--- config.mk ---
export PLATFORM = sky130hd
export DESIGN_NAME = rj_audio_rx
export DESIGN_NICKNAME = d
export VERILOG_FILES = /design/src/rtl/rjrx_pkg.sv /design/src/rtl/rjrx_lr_track.sv /design/src/rtl/rjrx_shifter.sv /design/src/rtl/rjrx_capture.sv /design/src/rtl/rj_audio_rx.sv
export SDC_FILE = /design/constraint.sdc
export NUM_CORES = 1
export LEC_CHECK = 0
export BUFFER_PORTS_ARGS = -buffer_cell sky130_fd_sc_hd__buf_2
export CAP_MARGIN = 10
export CORE_MARGIN = 2
export CORE_UTILIZATION = 35
export DETAILED_ROUTE_END_ITERATION = 8
export GPL_TIMING_DRIVEN = 0
export PLACE_DENSITY = 0.53
export SYNTH_ARGS = -nofsm -noshare
export SYNTH_HDL_FRONTEND = slang
export SYNTH_SLANG_ARGS = --single-unit
--- constraint.sdc ---
create_clock -name sclk -period 3.56 [get_ports sclk]
set_input_delay 0.356 -clock sclk [delete_from_list [all_inputs] [get_ports sclk]]
set_output_delay 0.356 -clock sclk [all_outputs]
set_load 0.01 [all_outputs]
--- src/rtl/rjrx_pkg.sv ---
// Shared constants and types for the right-justified audio receiver.
package rjrx_pkg;
    localparam int RJ_MAX_W    = 24;
    localparam int RJ_NARROW_W = 16;

    // Channel that a half-frame belongs to, encoded as the word-clock level.
    typedef enum logic {
        CH_RIGHT = 1'b0,
        CH_LEFT  = 1'b1
    } chan_e;
endpackage

--- src/rtl/rjrx_lr_track.sv ---
// Word-clock tracker. Registers the word clock and reports a level change
// relative to the previous sampled bit. Assumes the word clock is sampled
// on the same rising edge as the data. The first change after reset only
// arms the tracker, because the half-frame before it may be truncated.
module rjrx_lr_track
    import rjrx_pkg::*;
(
    input  logic  clk,
    input  logic  rst_n,
    input  logic  lrclk,
    output logic  capture_en,
    output chan_e ended_ch
);
    logic lr_q;
    logic have_prev;
    logic armed;
    logic level_change;

    // A change is meaningful only once a previous level was captured out of reset.
    assign level_change = have_prev && (lrclk != lr_q);
    assign capture_en   = level_change && armed;
    assign ended_ch     = chan_e'(lr_q);

    // Track the previous word-clock level and arm on the first change.
    always_ff @(posedge clk) begin
        if (!rst_n) begin
            lr_q      <= 1'b0;
            have_prev <= 1'b0;
            armed     <= 1'b0;
        end else begin
            lr_q      <= lrclk;
            have_prev <= 1'b1;
            if (level_change) begin
                armed <= 1'b1;
            end
        end
    end
endmodule

--- src/rtl/rjrx_shifter.sv ---
// Serial-in shift register. Keeps the most recent W data bits, newest in
// bit 0. It ignores frame boundaries, so padding simply falls off the top.
module rjrx_shifter #(
    parameter int W = 24
) (
    input  logic         clk,
    input  logic         rst_n,
    input  logic         sdata,
    output logic [W-1:0] word
);
    // Shift one bit per bit clock.
    always_ff @(posedge clk) begin
        if (!rst_n) begin
            word <= '0;
        end else begin
            word <= {word[W-2:0], sdata};
        end
    end
endmodule

--- src/rtl/rjrx_capture.sv ---
// Sample capture. On a qualified word-clock change, takes the low N bits of
// the shift word (N selected by wide_mode) into the register of the channel
// that just ended. Narrow samples are sign-extended. Raises a one-cycle pair
// strobe when a right sample lands after at least one left sample.
module rjrx_capture
    import rjrx_pkg::*;
#(
    parameter int MAX_W    = RJ_MAX_W,
    parameter int NARROW_W = RJ_NARROW_W
) (
    input  logic             clk,
    input  logic             rst_n,
    input  logic             capture_en,
    input  chan_e            ended_ch,
    input  logic             wide_mode,
    input  logic [MAX_W-1:0] shift_word,
    output logic [MAX_W-1:0] left_out,
    output logic [MAX_W-1:0] right_out,
    output logic             pair_valid
);
    localparam int EXT_W = MAX_W - NARROW_W;

    logic [MAX_W-1:0] sample_ext;
    logic             left_seen;

    // Select the sample width and sign-extend the narrow form.
    always_comb begin
        if (wide_mode) begin
            sample_ext = shift_word;
        end else begin
            sample_ext = {{EXT_W{shift_word[NARROW_W-1]}}, shift_word[NARROW_W-1:0]};
        end
    end

    // One holding register for each channel; index equals the channel code.
    for (genvar ch = 0; ch < 2; ch++) begin : g_ch
        logic [MAX_W-1:0] held;

        // Load this channel's register when its half-frame ends.
        always_ff @(posedge clk) begin
            if (!rst_n) begin
                held <= '0;
            end else if (capture_en && (ended_ch == chan_e'(ch))) begin
                held <= sample_ext;
            end
        end
    end

    assign left_out  = g_ch[1].held;
    assign right_out = g_ch[0].held;

    // Pulse the pair strobe when a right sample completes a pair.
    always_ff @(posedge clk) begin
        if (!rst_n) begin
            left_seen  <= 1'b0;
            pair_valid <= 1'b0;
        end else begin
            pair_valid <= capture_en && (ended_ch == CH_RIGHT) && left_seen;
            if (capture_en && (ended_ch == CH_LEFT)) begin
                left_seen <= 1'b1;
            end
        end
    end
endmodule

--- src/rtl/rj_audio_rx.sv ---
// Right-justified two-channel serial audio receiver. Runs on the bit clock.
// Assumes data and word clock are valid at the rising edge and that every
// half-frame holds at least as many bits as the selected sample width.
module rj_audio_rx
    import rjrx_pkg::*;
#(
    parameter int MAX_W    = RJ_MAX_W,
    parameter int NARROW_W = RJ_NARROW_W
) (
    input  logic             sclk,
    input  logic             rst_n,
    input  logic             wide_mode,
    input  logic             lrclk,
    input  logic             sdata,
    output logic [MAX_W-1:0] left_out,
    output logic [MAX_W-1:0] right_out,
    output logic             pair_valid
);
    logic             capture_en;
    chan_e            ended_ch;
    logic [MAX_W-1:0] shift_word;

    rjrx_lr_track u_track (
        .clk        (sclk),
        .rst_n      (rst_n),
        .lrclk      (lrclk),
        .capture_en (capture_en),
        .ended_ch   (ended_ch)
    );

    rjrx_shifter #(.W(MAX_W)) u_shift (
        .clk   (sclk),
        .rst_n (rst_n),
        .sdata (sdata),
        .word  (shift_word)
    );

    rjrx_capture #(.MAX_W(MAX_W), .NARROW_W(NARROW_W)) u_cap (
        .clk        (sclk),
        .rst_n      (rst_n),
        .capture_en (capture_en),
        .ended_ch   (ended_ch),
        .wide_mode  (wide_mode),
        .shift_word (shift_word),
        .left_out   (left_out),
        .right_out  (right_out),
        .pair_valid (pair_valid)
    );
endmodule

# == After elaboration in Yosys (flattened, before gate mapping) ==
# Index checks and enable logic that the tools add are counted.
# W data, S select, Z words.
# word_totals
word_cells,17
reg_bits,77
inputBits,5
# classes
n_reduce_logical,5
eq_ne,1
n_mux,2
bitwise_logic,1
# op_table
op,n
$mux W24,1
$logic_and A1 B1 Y1,5
$mux W1,1
$ne A1 B1 Y1,1
$not A1 Y1,1

# == Depth between registers and ports, before layout ==
# logic_depth
word_depth,5
ltp_mapped,5
mapped_depth_nobuf,3

# == Hierarchy ==
# Synthesis repeated with hierarchy kept, for this count alone.
# unflattened
cells_unflattened,269
hier_area_um2,2628.8
# modules_own_cells
mod,cells_each,seq_area_each_um2,n_inst,area_per_inst_um2
rjrx_capture,211,1001.0,1,1855.5
rjrx_shifter,50,480.5,1,675.6
rjrx_lr_track,8,60.1,1,97.6

# == Worst setup path before layout ==
# No wires, ideal clock.
# synth_timing
path_kind,register to register
from,register u_track.lr_q (netlist: u_track.ended_ch)
to,register u_cap.g_ch[0].held[16] (netlist: u_cap.right_out[16])
path_stages_with_launch,5
setup_ps,116
arrival_ps,1010
slack_ps,2434
required_time_ps,3444
path_buffers,2
path_cell_list,dfxtp_1 and4b_1 buf_6 buf_6 o211a_1
# synth_via
elab_chain_cells,4
word_cells_on_any_way,5
classes_between,eq/ne: 1; bitwise: 1; reduce/logical: 3
# synth_lines
element,line,text
"start, declared",rjrx_lr_track.sv:14,logic lr_q;
"start signal, assigned",rjrx_lr_track.sv:31,lr_q <= lrclk;
$ne A1 B1 Y1,rjrx_lr_track.sv:20,assign level_change = have_prev && (lrclk != lr_q);
$logic_and A1 B1 Y1,rjrx_lr_track.sv:20,
$logic_and A1 B1 Y1,rjrx_lr_track.sv:21,assign capture_en = level_change && armed;
$logic_and A1 B1 Y1 *,rjrx_capture.sv:43,end else if (capture_en && (ended_ch == chan_e'(ch))) begin
"end signal, assigned",rjrx_capture.sv:44,held <= sample_ext;
"end, declared",rjrx_capture.sv:37,logic [MAX_W-1:0] held;
# Mark *: on every way between the ends. The rest lies on a longest branch, timed or not.
# A chain may end at the register's enable or synchronous reset.

# == Worst setup path in the final report ==
# layout_timing
from,register u_track.have_prev
to,register u_cap.g_ch[1].held[16] (netlist: u_cap.left_out[16])
# layout_via
elab_chain_cells,3
# layout_lines
element,line,text
"start, declared",rjrx_lr_track.sv:15,logic have_prev;
"start signal, assigned",rjrx_lr_track.sv:28,have_prev <= 1'b0;
"start signal, assigned",rjrx_lr_track.sv:32,have_prev <= 1'b1;
$logic_and A1 B1 Y1,rjrx_lr_track.sv:20,
$logic_and A1 B1 Y1,rjrx_lr_track.sv:21,
$logic_and A1 B1 Y1,rjrx_capture.sv:43,
"end signal, assigned",rjrx_capture.sv:44,
"end, declared",rjrx_capture.sv:37,
# No other way between the ends.

==> out/metrics.yaml <==
status:
  status: "finished, final reports clean"
timing:
  relSlewSlack_pct: 70.8
  setup_tns_ns: 0
  rsz0062_at_grt: "false"
  fin_ws_ns: 2.33
  holdWs_ns: 0.152
  min_period_ns: 1.23
  fin_skew_ns: 0.0106
  fmax_mhz: 813
  post-route-period-util_pct: 34.5
  maxSlewViolCount: 0
  final_hold_viol_count: 0
  tightestPinTransition_ns: 0.437
  setup_viol: 0
power_and_ir_drop:
  combPwrFrac_pct: 3.5
  power.switching_w: 0.000383
  pwr-share-clk_pct: 39.6
  p_per_area_nw_per_um2: 469
  peakVddDrop_v: 0.000209
  finalPower_w: 0.00154
  p_int_w: 0.00115
  p_leak_nw: 1.58
  swShare_pct: 24.9
  p_seq_share_pct: 57.0
synthesis:
  synth_cell_types: 18
  synth_mux_area_share_pct: 2.96
  syn_inst: 267
  syn_nets: 272
  syn_avg_cell_area_um2: 10.1
  ys_seq_area_share_pct: 57.0
  yosysWarnings: 0
  synthXorXnorAreaFrac_pct: 0.324
  synth-seq-cells: 77
  synth-adder-area-share_pct: 0
  synth-simple-area-share_pct: 19.2
  syn-cell-area_um2: 2700
  synth_top_family_by_area: "simple AND/OR/NAND/NOR gates"
  synth_compound_area_share_pct: 15.3
detailed_routing:
  met1_length_mm: 2.69
  route.vias.total: 1946
  drt-total-wl_mm: 5.52
  drtAntennaViolNets: 0
  route.detailed.drc: 0
  via_per_inst: 4.45
  drt_iter0_drc: 50
  route.met3.wl_um: 277
  highest_layer: "met4"
  dr_wl_met2_mm: 2.47
  wl_per_cell_um: 12.6
  dr.pass1.iters: 6
worst_setup_path:
  r2r_start: "u_track.have_prev"
  crit_cells: 5
  rr_worst_depth: 5
  critPathMaxFanout: 10
  critPathBufInv: 2
  crit_family: "flip-flops"
  critPathKind: "reg2reg"
  crit_chain: "and4b_1, buf_6, buf_6, nand2_1, o211a_1"
  critPathLaunch: "u_track.have_prev"
  critPathCapture: "u_cap.left_out[16]"
  critPathArrivalTime_ns: 1.47
  cp_data_required_time_ns: 3.80
  rrSetupSlack_ns: 2.33
  slowest_delay_ns: 0.42
  r2r-end: "u_cap.left_out[16]"
  startpoint_type: "flop"
  cp-end-kind: "flop"
  crit_top_cell: "buf_6"
  worst_path_max_delay_cell: "dfxtp_1"
floorplan:
  num_rows: 32
  core_area_um2: 7610
  io_pins: 54
  start_util_pct: 35.5
  dieHeight_um: 91.9
  dieWidth_um: 91.9
  die_area_um2: 8440
cells_and_area:
  layout-drive-gt1-share_pct: 24.8
  final_area_um2: 3270
  layout_common_cells: "80 x nand2_1, 77 x dfxtp_1, 56 x buf_2"
  n_antenna_cell: 0
  final_common_cell: "nand2_1"
  nets: 335
  multi_input_area_um2: 1020
  seq_area_um2: 1540
  areaGrowthSynthToFinish_pct: 21.1
  num-fill-cells: 786
run:
  maxCapViolCount: 0
placement:
  post-place-ws_ns: 2.16
  gp_congestion: 0.705
  port_buffers: 52
  hpwl_mm: 3.76
  place_area_um2: 3090
clock_tree:
  cts_buffer_depth: 2
  clockRootBuffer: "clkbuf_8"
  cts_tree: "done"
  cts.hold.buffers_added: 0
  post_cts_buffers: 0
  ctsResizeCount: 0
  worst_skew_pair.late_latency_ns: 0.35
  numClockSinks: 77
  cts_made_buffers: 9
  htree_levels: 3
  cts.clk_slew.worst_paths_ns: 0.08
worst_hold_path:
  min-delay-path-class: "in2reg"
global_route:
  antenna_found_initial: 0
  grt-ovfl-total: 0
  grt_pass1_vias: 1962
  grt_start_max_net_pins: 16
  grt_pass1_wl_mm: 9.40
  grt_usage_pct: 14.4
## kinds of logic after synthesis
| family | Yosys count |
|---|---|
| xor+xnor | 1 |
| compound gates | 50 |
| simple gates | 111 |
| flops | 77 |
| buf+inv | 20 |
| mux | 8 |
## registers in the layout, indices dropped and copies added (netlist names)
| register | cells |
|---|---|
| u_cap.left_out | 24 |
| u_cap.right_out | 24 |
| u_shift.word | 24 |
| u_cap.left_seen | 1 |
| u_cap.pair_valid | 1 |
| u_track.armed | 1 |
| u_track.ended_ch | 1 |
| u_track.have_prev | 1 |
## metrics by stage
step / utilization [%] / instances
final: 43.0 / 437
after global placement: 40.6 / 421
after detailed placement: 40.6 / 421
after floorplan: - / 267
after global routing: 43.0 / 437
after CTS: 43.0 / 437
## cell usage after synthesis
library cell | n | area (µm²)
o211a_1 | 16 | 160
nand4b_2 | 2 | 30.0
nand2_1 | 80 | 300
o21a_1 | 1 | 7.51
and3_1 | 1 | 6.26
buf_2 | 4 | 20.0
a21boi_1 | 26 | 195
xor2_1 | 1 | 8.76
clkbuf_1 | 7 | 26.3
buf_6 | 8 | 90.1
clkbuf_2 | 1 | 5.00
nor2b_1 | 1 | 6.26
dfxtp_1 | 77 | 1540
and4b_1 | 2 | 20.0
a21boi_0 | 6 | 45.0
a21oi_1 | 1 | 5.00
mux2i_1 | 8 | 80.1
and2_1 | 25 | 156
## area by class of cell
| cell class | instances | area share (%) |
|---|---|---|
| Clock buffer | 9 | 3.78 |
| Multi-Input combinational cell | 170 | 31.2 |
| Clock inverter | 7 | 1.76 |
| Timing Repair Buffer | 52 | 7.95 |
| Buffer | 20 | 4.32 |
| Tap cell | 102 | 3.90 |
| Sequential cell | 77 | 47.1 |
## worst min-delay path by stage
stage / to / slack (ns) / cells after the start / start
6_report: u_track.have_prev / 0.15 / 1 / rst_n
3_3_place_gp: u_cap.left_seen / 0.44 / 1 / u_cap.left_seen
2_1_floorplan: u_track.have_prev / 0.38 / 0 / rst_n
4_1_cts: u_track.have_prev / 0.14 / 1 / rst_n
5_1_grt: u_track.have_prev / 0.15 / 1 / rst_n
3_5_place_dp: u_cap.left_out[3] / 0.44 / 2 / u_cap.left_out[3]
## per-layer routing
metal  GRT usage, %  vias to the layer above
li1               -                     1005
met1           17.7                      884
met2           23.6                       49
met3           4.27                        8
met4           6.34                        0
met5              0                        -
## worst register-to-register path: stages (launching register included)
cell	delay [ns]
dfxtp_1	0.42
and4b_1	0.23
buf_6	0.13
buf_6	0.15
nand2_1	0.07
o211a_1	0.12
## power by group through the flow
stage	sequential, W	clock, W	combinational, W
6_report	0.000875	0.000608	0.0000533
4_1_cts	0.000875	0.000629	0.0000552
5_1_grt	0.000877	0.000665	0.0000598
2_1_floorplan	0.000897	0	0.0000344
3_3_place_gp	0.000895	0	0.0000544
3_5_place_dp	0.000895	0	0.0000550
(Power assumes the default switching activity.)
